`config.mk`:
```
export PLATFORM = sky130hd
export DESIGN_NAME = barrier_gate
export DESIGN_NICKNAME = d
export VERILOG_FILES = /design/src/rtl/barrier_pkg.sv /design/src/rtl/barrier_decode.sv /design/src/rtl/barrier_entry.sv /design/src/rtl/barrier_pick.sv /design/src/rtl/barrier_gate.sv
export SDC_FILE = /design/constraint.sdc
export NUM_CORES = 1
export LEC_CHECK = 0
export ABC_AREA = 1
export BUFFER_PORTS_ARGS = -buffer_cell sky130_fd_sc_hd__buf_2
export CORE_MARGIN = 2
export CORE_UTILIZATION = 30
export DETAILED_ROUTE_END_ITERATION = 7
export MAX_ROUTING_LAYER = met4
export PLACE_DENSITY = 0.51
export SLEW_MARGIN = 20
export SYNTH_ARGS = -nofsm -noshare
export SYNTH_HDL_FRONTEND = slang
export SYNTH_SLANG_ARGS = --single-unit
```
`constraint.sdc`:
```
create_clock -name clk -period 2.13 [get_ports clk]
set_clock_uncertainty 0.1 [all_clocks]
set_input_delay 0.426 -clock clk [delete_from_list [all_inputs] [get_ports clk]]
set_output_delay 0.426 -clock clk [all_outputs]
set_load 0.01 [all_outputs]
```
`src/rtl/barrier_pkg.sv`:
```
// Shared types for the barrier filter: per-thread state and error codes.
package barrier_pkg;
    typedef enum logic [1:0] {
        ST_WAIT  = 2'd0,
        ST_BLOCK = 2'd1,
        ST_SERVE = 2'd2
    } thr_state_t;

    typedef enum logic [1:0] {
        ERR_NONE          = 2'd0,
        ERR_EARLY_FILL    = 2'd1,
        ERR_REPEAT_ARRIVE = 2'd2,
        ERR_EARLY_EXIT    = 2'd3
    } err_kind_t;

    localparam logic [1:0] CFG_ARR_TAG  = 2'd0;
    localparam logic [1:0] CFG_EXIT_TAG = 2'd1;
    localparam logic [1:0] CFG_COUNT    = 2'd2;
    localparam logic [1:0] CFG_LIMIT    = 2'd3;
endpackage

```
`src/rtl/barrier_decode.sv`:
```
// Splits a line address into tag and thread index and compares the tag with
// the arrival and exit tags. Purely combinational; assumes the two tags differ.
module barrier_decode #(
    parameter int ADDR_W = 16,
    parameter int TIDX_W = 2,
    localparam int TAG_W = ADDR_W - TIDX_W
) (
    input  logic [ADDR_W-1:0] line,
    input  logic [TAG_W-1:0]  arr_tag,
    input  logic [TAG_W-1:0]  exit_tag,
    output logic              is_arr,
    output logic              is_exit,
    output logic [TIDX_W-1:0] idx
);
    // tag compare and index extraction
    always_comb begin
        idx     = line[TIDX_W-1:0];
        is_arr  = (line[ADDR_W-1:TIDX_W] == arr_tag);
        is_exit = (line[ADDR_W-1:TIDX_W] == exit_tag);
    end
endmodule

```
`src/rtl/barrier_entry.sv`:
```
// One thread entry: three-state machine, pending-fill bit, held request ID
// and timeout counter. The inputs are already qualified for this entry by the
// top level (index match, valid). Assumes at most one request per cycle.
module barrier_entry
    import barrier_pkg::*;
#(
    parameter int ID_W = 4,
    parameter int TO_W = 8
) (
    input  logic             clk,
    input  logic             rst_n,
    input  logic             valid,
    input  logic             arm,
    input  logic             release_all,
    input  logic             arr_inv,
    input  logic             arr_fill,
    input  logic             exit_inv,
    input  logic             bad_req,
    input  logic             grant_me,
    input  logic [ID_W-1:0]  req_id,
    input  logic [TO_W-1:0]  to_limit,
    output thr_state_t       st,
    output logic             pend,
    output logic             ready,
    output logic             expired,
    output logic [ID_W-1:0]  held_id
);
    logic [TO_W-1:0] tmr;

    // flags for the grant picker
    always_comb begin
        expired = pend && (st == ST_BLOCK) && (tmr == to_limit);
        ready   = pend && ((st == ST_SERVE) || expired);
    end

    // state machine transitions
    always_ff @(posedge clk) begin
        if (!rst_n || arm) begin
            st <= ST_WAIT;
        end else if (release_all && valid) begin
            st <= ST_SERVE;
        end else if (arr_inv && st == ST_WAIT) begin
            st <= ST_BLOCK;
        end else if (exit_inv && st == ST_SERVE) begin
            st <= ST_WAIT;
        end
    end

    // pending bit, held ID and timeout counter
    always_ff @(posedge clk) begin
        if (!rst_n || arm) begin
            pend    <= 1'b0;
            tmr     <= '0;
            held_id <= '0;
        end else if (arr_fill && st == ST_BLOCK) begin
            pend    <= 1'b1;
            tmr     <= '0;
            held_id <= req_id;
        end else if ((arr_fill || exit_inv) && st == ST_SERVE) begin
            pend <= 1'b0;
        end else if (grant_me) begin
            pend <= 1'b0;
        end else if (pend && tmr != to_limit) begin
            tmr <= tmr + 1'b1;
        end
    end

    AST_NO_SERVE_TO_BLOCK: assert property (@(posedge clk) disable iff (!rst_n)
        st == ST_SERVE |=> st != ST_BLOCK);
    AST_PEND_NOT_WAITING: assert property (@(posedge clk) disable iff (!rst_n)
        pend |-> st != ST_WAIT);
    AST_ERR_HOLDS_STATE: assert property (@(posedge clk) disable iff (!rst_n)
        bad_req && !arm |=> st == $past(st));
    AST_INVALID_IDLE: assert property (@(posedge clk) disable iff (!rst_n)
        !valid |-> (st == ST_WAIT && !pend));
endmodule

```
`src/rtl/barrier_pick.sv`:
```
// Fixed-priority picker: selects the lowest-index ready entry each cycle.
module barrier_pick #(
    parameter int N     = 4,
    parameter int IDX_W = 2
) (
    input  logic [N-1:0]     req,
    output logic [N-1:0]     onehot,
    output logic             any,
    output logic [IDX_W-1:0] idx
);
    // scan from the top so the lowest index wins
    always_comb begin
        onehot = '0;
        any    = 1'b0;
        idx    = '0;
        for (int i = N - 1; i >= 0; i--) begin
            if (req[i]) begin
                onehot    = '0;
                onehot[i] = 1'b1;
                any       = 1'b1;
                idx       = IDX_W'(i);
            end
        end
    end
endmodule

```
`src/rtl/barrier_gate.sv`:
```
// Barrier filter for one barrier of up to NTHR threads. Watches invalidates
// and fills beside a shared cache, withholds arrival-line fills until all
// participants have arrived, then grants them in ascending thread order.
// Assumes NTHR is a power of two and at most one request per cycle.
module barrier_gate
    import barrier_pkg::*;
#(
    parameter int NTHR   = 4,
    parameter int ADDR_W = 16,
    parameter int ID_W   = 4,
    parameter int TO_W   = 8,
    localparam int TIDX_W = $clog2(NTHR),
    localparam int TAG_W  = ADDR_W - TIDX_W,
    localparam int CNT_W  = TIDX_W + 1
) (
    input  logic              clk,
    input  logic              rst_n,
    input  logic              req_valid,
    input  logic              req_is_fill,
    input  logic [ADDR_W-1:0] req_line,
    input  logic [ID_W-1:0]   req_id,
    input  logic              cfg_we,
    input  logic [1:0]        cfg_addr,
    input  logic [TAG_W-1:0]  cfg_wdata,
    output logic              grant_valid,
    output logic [ID_W-1:0]   grant_id,
    output logic              grant_err,
    output logic              err_valid,
    output logic [1:0]        err_kind,
    output logic [TIDX_W-1:0] err_thread
);
    logic [TAG_W-1:0]  arr_tag, exit_tag;
    logic [CNT_W-1:0]  num_thr, arr_cnt;
    logic [TO_W-1:0]   to_limit;
    logic              arm;

    logic              is_arr, is_exit;
    logic [TIDX_W-1:0] idx;
    logic [NTHR-1:0]   valid_vec, ready_vec, expired_vec, grant_me;
    thr_state_t        st_arr   [NTHR];
    logic [ID_W-1:0]   held_arr [NTHR];
    logic [NTHR-1:0]   pend_vec;

    logic              hit, arr_inv_hit, arr_fill_hit, exit_inv_hit;
    logic              release_all, immediate;
    thr_state_t        cur_st;
    err_kind_t         err_now;
    logic [NTHR-1:0]   pick_onehot;
    logic              pick_any;
    logic [TIDX_W-1:0] pick_idx;

    // configuration register writes
    always_ff @(posedge clk) begin
        if (!rst_n) begin
            arr_tag  <= '0;
            exit_tag <= '1;
            num_thr  <= '0;
            to_limit <= '1;
        end else if (cfg_we) begin
            case (cfg_addr)
                CFG_ARR_TAG:  arr_tag  <= cfg_wdata;
                CFG_EXIT_TAG: exit_tag <= cfg_wdata;
                CFG_COUNT:    num_thr  <= cfg_wdata[CNT_W-1:0];
                default:      to_limit <= cfg_wdata[TO_W-1:0];
            endcase
        end
    end

    assign arm = cfg_we && (cfg_addr == CFG_COUNT);

    barrier_decode #(.ADDR_W(ADDR_W), .TIDX_W(TIDX_W)) u_dec (
        .line(req_line), .arr_tag(arr_tag), .exit_tag(exit_tag),
        .is_arr(is_arr), .is_exit(is_exit), .idx(idx)
    );

    // request classification and protocol check
    always_comb begin
        cur_st       = st_arr[idx];
        hit          = req_valid && (is_arr || is_exit) && valid_vec[idx];
        arr_inv_hit  = hit && is_arr && !req_is_fill;
        arr_fill_hit = hit && is_arr && req_is_fill;
        exit_inv_hit = hit && !is_arr && is_exit && !req_is_fill;
        release_all  = arr_inv_hit && (cur_st == ST_WAIT) &&
                       (arr_cnt == num_thr - CNT_W'(1));
        immediate    = arr_fill_hit && (cur_st == ST_SERVE);
        err_now      = ERR_NONE;
        if (arr_fill_hit && cur_st == ST_WAIT)
            err_now = ERR_EARLY_FILL;
        else if (arr_inv_hit && cur_st != ST_WAIT)
            err_now = ERR_REPEAT_ARRIVE;
        else if (exit_inv_hit && cur_st != ST_SERVE)
            err_now = ERR_EARLY_EXIT;
    end

    // arrival counter
    always_ff @(posedge clk) begin
        if (!rst_n || arm)
            arr_cnt <= '0;
        else if (release_all)
            arr_cnt <= '0;
        else if (arr_inv_hit && cur_st == ST_WAIT)
            arr_cnt <= arr_cnt + 1'b1;
    end

    for (genvar g = 0; g < NTHR; g++) begin : g_thr
        logic sel;
        assign sel          = (idx == TIDX_W'(g));
        assign valid_vec[g] = (CNT_W'(g) < num_thr);
        barrier_entry #(.ID_W(ID_W), .TO_W(TO_W)) u_ent (
            .clk(clk), .rst_n(rst_n), .valid(valid_vec[g]), .arm(arm),
            .release_all(release_all),
            .arr_inv(arr_inv_hit && sel), .arr_fill(arr_fill_hit && sel),
            .exit_inv(exit_inv_hit && sel),
            .bad_req((err_now != ERR_NONE) && sel),
            .grant_me(grant_me[g]), .req_id(req_id), .to_limit(to_limit),
            .st(st_arr[g]), .pend(pend_vec[g]), .ready(ready_vec[g]),
            .expired(expired_vec[g]), .held_id(held_arr[g])
        );
    end

    barrier_pick #(.N(NTHR), .IDX_W(TIDX_W)) u_pick (
        .req(ready_vec), .onehot(pick_onehot), .any(pick_any), .idx(pick_idx)
    );

    assign grant_me = immediate ? '0 : pick_onehot;

    // fill response register: immediate grant wins over drained ones
    always_ff @(posedge clk) begin
        if (!rst_n) begin
            grant_valid <= 1'b0;
            grant_id    <= '0;
            grant_err   <= 1'b0;
        end else begin
            grant_valid <= immediate || pick_any;
            grant_id    <= immediate ? req_id : held_arr[pick_idx];
            grant_err   <= !immediate && pick_any && expired_vec[pick_idx];
        end
    end

    // error report register
    always_ff @(posedge clk) begin
        if (!rst_n) begin
            err_valid  <= 1'b0;
            err_kind   <= ERR_NONE;
            err_thread <= '0;
        end else begin
            err_valid  <= (err_now != ERR_NONE);
            err_kind   <= err_now;
            err_thread <= idx;
        end
    end

    AST_CNT_BELOW_COUNT: assert property (@(posedge clk) disable iff (!rst_n)
        num_thr != '0 |-> arr_cnt < num_thr);
    AST_GRANT_ONEHOT: assert property (@(posedge clk) disable iff (!rst_n)
        $onehot0(grant_me));
    AST_UNMATCHED_QUIET: assert property (@(posedge clk) disable iff (!rst_n)
        req_valid && !hit && !pick_any |=> !grant_valid && !err_valid);
    AST_IMMEDIATE_GRANT: assert property (@(posedge clk) disable iff (!rst_n)
        immediate |=> grant_valid && !grant_err && grant_id == $past(req_id));
endmodule

```
# ---- After elaboration in Yosys (flattened, before gate mapping)
# Index checks and enable logic that the tools add are counted.
dict set report totals {
  register_bits 113
  output_inout_bits 11
  word_cells 252
}
dict set report op_classes {
  add_sub_neg 6
  magnitude_cmp 8
  n_eq_ne 26
  muxes 51
  bitwise 11
  reduce_logical 119
}
# op n
set ops {}
lappend ops {{$logic_and A1 B1 Y1} 65}
lappend ops {{$mux W2} 21}
lappend ops {{$add A8 B1 Y8 const B} 4}
lappend ops {{$eq A8 B8 Y1} 4}
lappend ops {{$mux W4} 8}
lappend ops {{$ne A8 B8 Y1} 4}
lappend ops {{$eq A14 B14 Y1} 2}
lappend ops {{$reduce_bool A3 Y1} 8}
lappend ops {{$mux W1} 18}
lappend ops {{$reduce_or A2 Y1} 9}
lappend ops {{$eq A2 B2 Y1 const B} 8}
lappend ops {{$logic_not A2 Y1} 7}
lappend ops {{$eq A2 B1 Y1 const B} 6}
lappend ops {{$reduce_and A3 Y1} 4}
lappend ops {{$reduce_bool A2 Y1} 6}
lappend ops {{$logic_or A1 B1 Y1} 11}
lappend ops {{$not A1 Y1} 9}
lappend ops {{$bmux W4 S2} 1}
lappend ops {{$reduce_and A2 Y1} 4}
lappend ops {{$ge A3 B3 Y1 const B} 2}
lappend ops {{$lt A1 B3 Y1 const A} 2}
lappend ops {{$lt A2 B3 Y1 const A} 2}
lappend ops {{$lt A2 B3 Y1 const B} 2}
lappend ops {{$not A2 Y3} 2}
lappend ops {{8 further kinds} 12}

# ---- Longest topological paths before layout
# Gate-level depths: netlist of run 1.
dict set report depth {
  ltp_word 14
  mapped_depth 16
  mapped_depth_nobuf 16
}

# ---- By module
# A second synthesis of run 1 with hierarchy kept.
dict set report unflattened {
  cells_unflattened 999
  hier_area_um2 6556.3
}
# mod n_inst cells_each area_each_um2
set modules_own_cells {}
lappend modules_own_cells {barrier_entry 4 131 884.6}
lappend modules_own_cells {barrier_gate 1 364 2502.4}
lappend modules_own_cells {barrier_decode 1 96 450.4}
lappend modules_own_cells {barrier_pick 1 15 65.1}

# ---- Worst setup path after synthesis of run 1
# OpenSTA, ideal clock, no wires.
dict set report synth_path {
  path_kind {input -> register}
  from {input req_line[11]}
  to {register g_thr[1].u_ent.tmr[0]}
  setup_ps 113
  arrival_ps 1693
  required_ps 1917
  path_slack_ps 223
  path_stages 11
  n_path_buf 0
  cell_sequence {xor2_1 > nor2_1 > nand3_1 > nor2_4 > inv_2 > nand3_1 > nand2_1 > nor2_4 > nand3_4 > o21ai_1 > nor2_1}
}
dict set report synth_via {
  elab_chain_len 12
  word_cells_on_any_way 22
  classes_between {eq/ne: 2; mux: 1; bitwise: 2; reduce/logical: 17}
}
# item line
set synth_rtl {}
lappend synth_rtl {{start: declaration} barrier_gate.sv:20} ;# input logic [ADDR_W-1:0] req_line,
lappend synth_rtl {{$eq A14 B14 Y1, on equally long branches} {barrier_decode.sv:18, barrier_decode.sv:19}}
lappend synth_rtl {{$logic_or A1 B1 Y1} barrier_gate.sv:79} ;# hit = req_valid && (is_arr || is_exit) && valid_vec[idx];
lappend synth_rtl {{$logic_and A1 B1 Y1 (2 in series)} barrier_gate.sv:79}
lappend synth_rtl {{$logic_and A1 B1 Y1 (3 in series)} barrier_gate.sv:82} ;# exit_inv_hit = hit && !is_arr && is_exit && !req_is_fill;
lappend synth_rtl {{$logic_and A1 B1 Y1} barrier_gate.sv:113} ;# .exit_inv(exit_inv_hit && sel),
lappend synth_rtl {{$logic_or A1 B1 Y1} barrier_entry.sv:59} ;# end else if ((arr_fill || exit_inv) && st == ST_SERVE) begin
lappend synth_rtl {{$logic_and A1 B1 Y1} barrier_entry.sv:59}
lappend synth_rtl {{$not A1 Y1 (no line)} n/a}
lappend synth_rtl {{$reduce_and A3 Y1 (no line)} n/a}
lappend synth_rtl {{end signal: assignment} barrier_entry.sv:64} ;# tmr <= tmr + 1'b1;
lappend synth_rtl {{end: declaration} barrier_entry.sv:28} ;# logic [TO_W-1:0] tmr;
# Several ways; a longest one is shown, not always the timed one.
# A chain may end at the register's enable or synchronous reset.

# ---- Worst setup path in the final report of run 1
dict set report layout_path {
  from {register num_thr[1]}
  to {register g_thr[2].u_ent.held_id[3]}
}
dict set report layout_via {
  elab_chain_len 8
  word_cells_on_any_way 11
  classes_between {order compare: 4; mux: 2; reduce/logical: 5}
}
# item line
set layout_rtl {}
lappend layout_rtl {{start: declaration} barrier_gate.sv:33} ;# logic [CNT_W-1:0] num_thr, arr_cnt;
lappend layout_rtl {{start signal: assignment} barrier_gate.sv:63} ;# CFG_COUNT: num_thr <= cfg_wdata[CNT_W-1:0];
lappend layout_rtl {{$lt A1 B3 Y1 / $lt A2 B3 Y1 (equally long branches)} barrier_gate.sv:108} ;# assign valid_vec[g] = (CNT_W'(g) < num_thr);
lappend layout_rtl {{$bmux W1 S2 (*)} barrier_gate.sv:79}
lappend layout_rtl {{$mux W1 (implied by the code) (*)} barrier_gate.sv:79}
lappend layout_rtl {{$logic_and A1 B1 Y1 (*)} barrier_gate.sv:79}
lappend layout_rtl {{$logic_and A1 B1 Y1 (*) (2 in series)} barrier_gate.sv:81} ;# arr_fill_hit = hit && is_arr && req_is_fill;
lappend layout_rtl {{$logic_and A1 B1 Y1 (*)} barrier_gate.sv:112} ;# .arr_inv(arr_inv_hit && sel), .arr_fill(arr_fill_hit && sel),
lappend layout_rtl {{$logic_and A1 B1 Y1 (*)} barrier_entry.sv:55} ;# end else if (arr_fill && st == ST_BLOCK) begin
lappend layout_rtl {{end signal: assignment} barrier_entry.sv:58} ;# held_id <= req_id;
lappend layout_rtl {{end: declaration} barrier_entry.sv:26} ;# output logic [ID_W-1:0] held_id
# Mark *: on every way between the ends. The rest lies on a longest branch, timed or not. The select of a mux whose other input is x is not followed.

==> impl_metrics.py, run 1 <==
metrics = {
    "drt": {
        "routed-via-count": 6391,
        "final_antenna_net_count": 0,
        "vias_per_cell": 4.558,
        "drc_errors": 0,
        "wl_microns": 19000,
        "firstDrtPassIters": 5,
        "drtIter0Drc": 312,
        "wire_per_inst_microns": 13.55,
    },
    "worst_setup_path": {
        "timing.rr.start": "num_thr[1]",
        "arrival_ns": 2.31,
        "startpoint_type": "register",
        "timing.rr.end": "g_thr[2].u_ent.held_id[3]",
        "crit_path_end": "g_thr[2].u_ent.held_id[3]",
        "critPathRequiredTime_ns": 2.35,
        "critPathMaxFanout": 6,
        "cp-startpoint": "num_thr[1]",
        "r2r_cells": 14,
        "end_kind": "register",
        "r2r_slack_ns": 0.03,
        "critical_path_class": "register to register",
        "critPathMaxStageDelay_ns": 0.33,
        "crit_chain": "inv_2, ha_4, inv_4, nor2_4, nand2_2, nand3_4, nor2_8, buf_6, nand3_4, buf_6, nor3_4, inv_2, o21ai_1, a21oi_1",
        "crit_slowest_cell": "dfxtp_2",
    },
    "die": {
        "fp.dieW_microns": 150.2,
        "die_h_microns": 150.2,
        "core_sq_um": 21020,
        "dieArea_sq_um": 22550,
        "initial_core_util_pct": 30.49,
        "io_pins": 52,
        "placementRows": 53,
    },
    "sta": {
        "rsz0062_at_grt": "true",
        "fin_crit_sh_pct": 98.52,
        "fmax_mhz": 476.5,
        "slew-limit-headroom_pct": 49.80,
        "worst_pin_slew_ns": 0.7503,
        "finalMaxSlewViolations": 0,
        "setup_viol": 0,
        "period_needed_ns": 2.098,
        "setup_tns_ns": 0,
        "finalHoldViolations": 0,
        "hold_ws_ns": 0.1463,
    },
    "pwr": {
        "vdd_drop_max_uv": 443.7,
        "power.leakage_nw": 3.937,
        "power_density_nw_per_um2": 621.4,
    },
    "layout": {
        "area_delta_synth_final_pct": 37.54,
        "nNetsFinal": 1162,
        "num_antenna_cells": 0,
        "final_cells": 1402,
        "drive_gt1_share_pct": 29.55,
    },
    "global_route": {
        "grt_max_degree": 42,
        "grt.total_usage_pct": 17.96,
        "antenna_found_initial": 0,
        "grt_pass1_vias": 5852,
        "grt.overflow.total": 0,
        "grt_first_pass_wirelength_microns": 30500,
    },
    "logic_synthesis": {
        "post_synth_num_cell_types": 37,
        "yosysWarnings": 0,
        "synth_top_area_share_pct": 35.29,
        "synth-edff-count": 0,
        "syn_inst": 953,
        "syn_nets": 1001,
        "netlist_area_sq_um": 6410,
        "synth_area_leaders": "dfxtp_1 35%, nand2_1 13%, inv_1 7.9%",
        "synthFlopType": "dfxtp_1",
        "ys_seq_area_share_pct": 35.29,
        "synth.avg_cell_area_sq_um": 6.726,
        "synth-async-reset-ratio_pct": 0,
        "ys_ff_latch": 113,
        "yosys.area.top_type": "dfxtp_1",
    },
    "placement": {
        "portBuffers": 51,
        "place.gp.congestion": 0.8931,
        "hpwlAfterDp_microns": 14260,
        "placed_cells": 1358,
    },
    "cts": {
        "cts.path.max_buffers": 2,
        "clk_pin_slew_ns": 0.06,
        "clk_latency_ns": 0.43,
        "postCtsHoldBufs": 0,
        "clock_sinks": 113,
        "cts_made_buffers": 17,
        "cts.root.buffer_cell": "clkbuf_16",
        "cts_max_level": 4,
        "cts_tree": "done",
    },
    "job": {
        "cap_violations": 0,
    },
    "hold_path": {
        "min_path_type": "primary input to register",
    },
    "status": {
        "status": "finished, final reports clean",
    },
}
[cell families after synthesis]
kind of cell / count (synthesis) / synth area share [%]
fa+ha+maj: 7 / 1.366
xor+xnor: 51 / 6.969
buf+inv: 176 / 10.46
simple gates: 468 / 34.32
compound gates: 138 / 11.59
flops: 113 / 35.29
[placed cells by master (no fill, tap or decap), types with 23 or more instances in the layout]
master   netlist  layout
inv_2         17      25
inv_1        135     126
nand2_1      230     211
dfxtp_1      113      98
buf_2          5      51
nor2_1        91      77
buf_4          0      84
xnor2_1       26      23
nand3_1       58      51
a21oi_1       70      62
nand4_1       32      32
xor2_1        25      25
o21ai_0       43      32
[synthesized netlist by cell type, types with 3 or more instances]
cell type,n
nand2_1,230
inv_1,135
dfxtp_1,113
nor2_1,91
a21oi_1,70
nand3_1,58
o21ai_0,43
nand4_1,32
xnor2_1,26
xor2_1,25
inv_2,17
nor3_1,16
o211ai_1,14
clkbuf_1,11
ha_1,7
nand2_2,6
nand3_4,6
buf_2,5
clkinv_1,5
nor2_2,5
nor2_4,5
nand3_2,4
o21ai_1,4
a211oi_1,3
and2_1,3
clkbuf_2,3
[where the power goes]
part           leakage, nW  switching, mW  internal, mW
clock                0.292           1.03          1.80
combinational         2.72          0.277         0.192
sequential           0.921         0.0276          2.16
total                 3.94           1.33          4.15
[sequential cells by signal, indices dropped and copies added, names as in the netlist]
register	flops
arr_cnt	3
exit_tag	14
g_thr.u_ent.tmr	32
num_thr	3
to_limit	8
err_thread	2
grant_valid	1
g_thr.u_ent.held_id	16
g_thr.u_ent.st	8
grant_err	1
err_kind	2
arr_tag	14
err_valid	1
grant_id	4
g_thr.u_ent.pend	4
[cell type report]
class	count	area, sq um
timing repair buffer	159	1200
fill	2150	12210
sequential	113	2283
clock inverter	11	111.4
tap	275	344.1
inverter	157	594.3
clock buffer	21	470.5
multi-input combinational	666	3812
[worst min path at each step]
stage | start | end | slack, ns | cells after the start
after global placement | g_thr[1].u_ent.held_id[3] | g_thr[1].u_ent.held_id[3] | 0.34 | 2
after detailed placement | g_thr[1].u_ent.held_id[3] | g_thr[1].u_ent.held_id[3] | 0.34 | 2
final | cfg_wdata[13] | exit_tag[13] | 0.15 | 3
after global routing | cfg_wdata[12] | exit_tag[12] | 0.14 | 3
after CTS | cfg_wdata[11] | exit_tag[11] | 0.12 | 3
after floorplan | g_thr[1].u_ent.held_id[3] | g_thr[1].u_ent.held_id[3] | 0.33 | 2
[routing by layer]
layer / up-vias / track usage (%) / routed length (microns)
met5: - / - / 0
met4: 0 / 4.953 / 258
met3: 19 / 3.697 / 575
met2: 99 / 28.26 / 8850
met1: 2895 / 23.46 / 9310
li1: 3378 / - / -
[worst max-delay path, delay by kind of cell, from the launching register on]
family / cells / cell delay, ns
AOI/OAI and AO/OA: 2 / 0.19
and+or+nand+nor: 6 / 0.72
adders and majority gates: 1 / 0.15
DFF: 1 / 0.33
buffers and inverters: 5 / 0.50
[through the flow]
| step | power, mW | setup WS (ns) | instance area, sq um | util [%] |
|---|---|---|---|---|
| finish | 5.478 | 0.03155 | 8816 | 41.94 |
| global route | 5.693 | -0.08662 | 8816 | 41.94 |
| detailed placement | 2.659 | -0.2061 | 7719 | 36.72 |
| floorplan | 2.452 | 0.2234 | 6410 | - |
| CTS | 5.501 | -0.03280 | 8322 | 39.59 |
| global placement | 2.657 | -0.1884 | 7719 | 36.72 |
[repair_timing]
action / in CTS / in global routing
pin swaps: 3 / 56
resized for setup: 4 / 130
endpoints found under the setup margin: 17 / 70
cloned: 0 / 2
buffers inserted: 1 / 10
(Power assumes the default switching activity.)
==> run 2: changes to the inputs <==
PLACE_DENSITY = 0.52   (was 0.51)
clock period = 1.8 ns   (was 2.13 ns; I/O delays follow)
==> run 2 against run 1 <==
The run now ends with negative setup slack left. Critical path depth is 1 higher. Die area is the same. Clock power increased by 21%. Flip-flop and latch count unchanged. Register-to-register slack got worse by 0.34 ns. Sequential power increased by 18%. Sequential share of layout area down 3.3 points. Design area up 15%. Cell count rose by 8.4%. Combinational power increased by 28%. Wire length rose by 8.0%.
==> impl_metrics.py, run 2 (synthesis results as in run 1) <==
metrics = {
    "global_route": {
        "grt_pass1_vias": 6597,
        "antenna_found_initial": 0,
        "grt_first_pass_wirelength_microns": 32080,
        "grt_max_degree": 42,
        "grt.total_usage_pct": 18.70,
        "grt.overflow.total": 0,
    },
    "drt": {
        "drtIter0Drc": 310,
        "wire_per_inst_microns": 13.50,
        "firstDrtPassIters": 5,
        "routed-via-count": 6963,
        "vias_per_cell": 4.581,
        "final_antenna_net_count": 0,
        "drc_errors": 0,
        "wl_microns": 20520,
    },
    "cts": {
        "cts.root.buffer_cell": "clkbuf_16",
        "cts.path.max_buffers": 2,
        "cts_max_level": 4,
        "clock_sinks": 113,
        "postCtsHoldBufs": 0,
        "cts_made_buffers": 17,
        "clk_latency_ns": 0.42,
        "cts_tree": "done",
        "clk_pin_slew_ns": 0.06,
    },
    "die": {
        "initial_core_util_pct": 30.49,
        "placementRows": 53,
        "fp.dieW_microns": 150.2,
        "dieArea_sq_um": 22550,
        "die_h_microns": 150.2,
        "core_sq_um": 21020,
        "io_pins": 52,
    },
    "worst_setup_path": {
        "critPathRequiredTime_ns": 2.06,
        "timing.rr.end": "g_thr[1].u_ent.tmr[2]",
        "arrival_ns": 2.37,
        "critical_path_class": "register to register",
        "crit_slowest_cell": "dfxtp_1",
        "r2r_cells": 15,
        "r2r_slack_ns": -0.31,
        "critPathMaxFanout": 7,
        "startpoint_type": "register",
        "end_kind": "register",
        "timing.rr.start": "arr_tag[5]",
        "critPathMostFrequentCell": "nand2_1",
        "crit_chain": "inv_1, nand2_1, nand2_1, clkinv_1, nand2_1, nor2_1, nand2_2, nor2_4, buf_4, nand4_4, buf_12, nand3_4, buf_4, nand4_1, a21oi_1",
        "cp_top_family": "simple AND/OR/NAND/NOR gates",
        "worst-path-buf-inv": 5,
        "critPathMaxStageDelay_ns": 0.34,
    },
    "layout": {
        "mostFrequentLayoutCell": "nand2_1",
        "final_area_sq_um": 10120,
        "fillers": 2051,
        "top_regs": "g_thr.u_ent.tmr x32, g_thr.u_ent.held_id x16",
        "area_delta_synth_final_pct": 57.88,
        "nNetsFinal": 1280,
        "multi_input_area_sq_um": 4129,
        "regMostFlops": "g_thr.u_ent.tmr",
        "regArea_sq_um": 2292,
        "drive_gt1_share_pct": 39.60,
        "final_cell_mix": "206 x nand2_1, 189 x buf_4, 125 x inv_1",
        "largest_register_ffs": 32,
        "final_cells": 1520,
        "num_antenna_cells": 0,
    },
    "pwr": {
        "power_density_nw_per_um2": 651.4,
        "power.leakage_nw": 4.618,
        "vdd_drop_max_uv": 580.2,
    },
    "sta": {
        "rsz0062_at_grt": "true",
        "fmax_mhz": 473.7,
        "setup_viol": 72,
        "slew-limit-headroom_pct": 67.65,
        "period_needed_ns": 2.111,
        "finalHoldViolations": 0,
        "setup_tns_ns": -16.52,
        "worst_pin_slew_ns": 0.4853,
        "fin_crit_sh_pct": 117.3,
        "setup_ws_ns": -0.3110,
        "finalMaxSlewViolations": 0,
    },
    "hold_path": {
        "hold_end": "exit_tag[12]",
        "min_path_cells": 3,
        "min_path_type": "primary input to register",
        "hp-start": "cfg_wdata[12]",
    },
    "placement": {
        "place.gp.congestion": 0.8662,
        "placed_cells": 1450,
        "portBuffers": 51,
        "hpwlAfterDp_microns": 14560,
        "post_dp_cell_area_sq_um": 8472,
        "pre_cts_slack_ns": -0.4197,
    },
    "status": {
        "status": "finished with violations",
        "failed_checks": "negative setup slack",
    },
    "job": {
        "cap_violations": 0,
    },
}
## run 2: layout make-up
type / count / area share, %
sequential: 113 / 22.65
clock inverter: 12 / 1.397
multi-input combinational: 667 / 40.80
tap: 275 / 3.400
inverter: 157 / 6.095
timing repair buffer: 276 / 21.34
clock buffer: 20 / 4.315
## run 2: report_power, final
group	switching (mW)	leakage [nW]	internal, mW
clock network	1.24	0.287	2.16
registers	0.0394	0.917	2.55
logic	0.336	3.41	0.265
total	1.62	4.62	4.97
## run 2: through the flow
| step | power, mW | hold WS (ns) | utilization (%) |
|---|---|---|---|
| after floorplan | 2.905 | 0.3296 | - |
| final | 6.592 | 0.07415 | 48.14 |
| after global placement | 3.196 | 0.3413 | 40.30 |
| after global routing | 6.836 | 0.07619 | 48.14 |
| after CTS | 6.613 | 0.05219 | 44.30 |
| after detailed placement | 3.198 | 0.3433 | 40.30 |
## run 2: tightest hold or removal path, stage by stage
cell,delay [ns]
buf_2,0.09
nand2_1,0.05
o211ai_1,0.07
## run 2: worst max path at each step
stage                  from                   endpoint  slack (ns)  cells after the start
3_3_place_gp   req_line[12]      g_thr[0].u_ent.tmr[2]       -0.41                     15
2_1_floorplan    num_thr[1]      g_thr[1].u_ent.tmr[0]       -0.04                     16
6_report         arr_tag[5]      g_thr[1].u_ent.tmr[2]       -0.31                     15
5_1_grt          arr_tag[1]      g_thr[2].u_ent.tmr[5]       -0.45                     13
4_1_cts          arr_tag[0]  g_thr[2].u_ent.held_id[2]       -0.28                     15
3_5_place_dp   req_line[12]      g_thr[2].u_ent.tmr[1]       -0.42                     16
## run 2: routing by layer
layer  global-route usage, %  part of all wire (%)  routed length, microns
met1                   22.67                    47                    9651
met2                   31.44                    49                   10030
met3                   3.091                   2.5                     507
met4                   6.604                   1.6                     333
met5                       -                     0                       0
## run 2: repair_timing
| item | CTS | global route |
|---|---|---|
| pin swaps | 17 | 60 |
| endpoints found under the setup margin | 72 | 72 |
| buffers inserted | 3 | 32 |
| gates resized for setup | 68 | 149 |
| endpoints found under the hold margin | 0 | 0 |
| cloned | 1 | 3 |
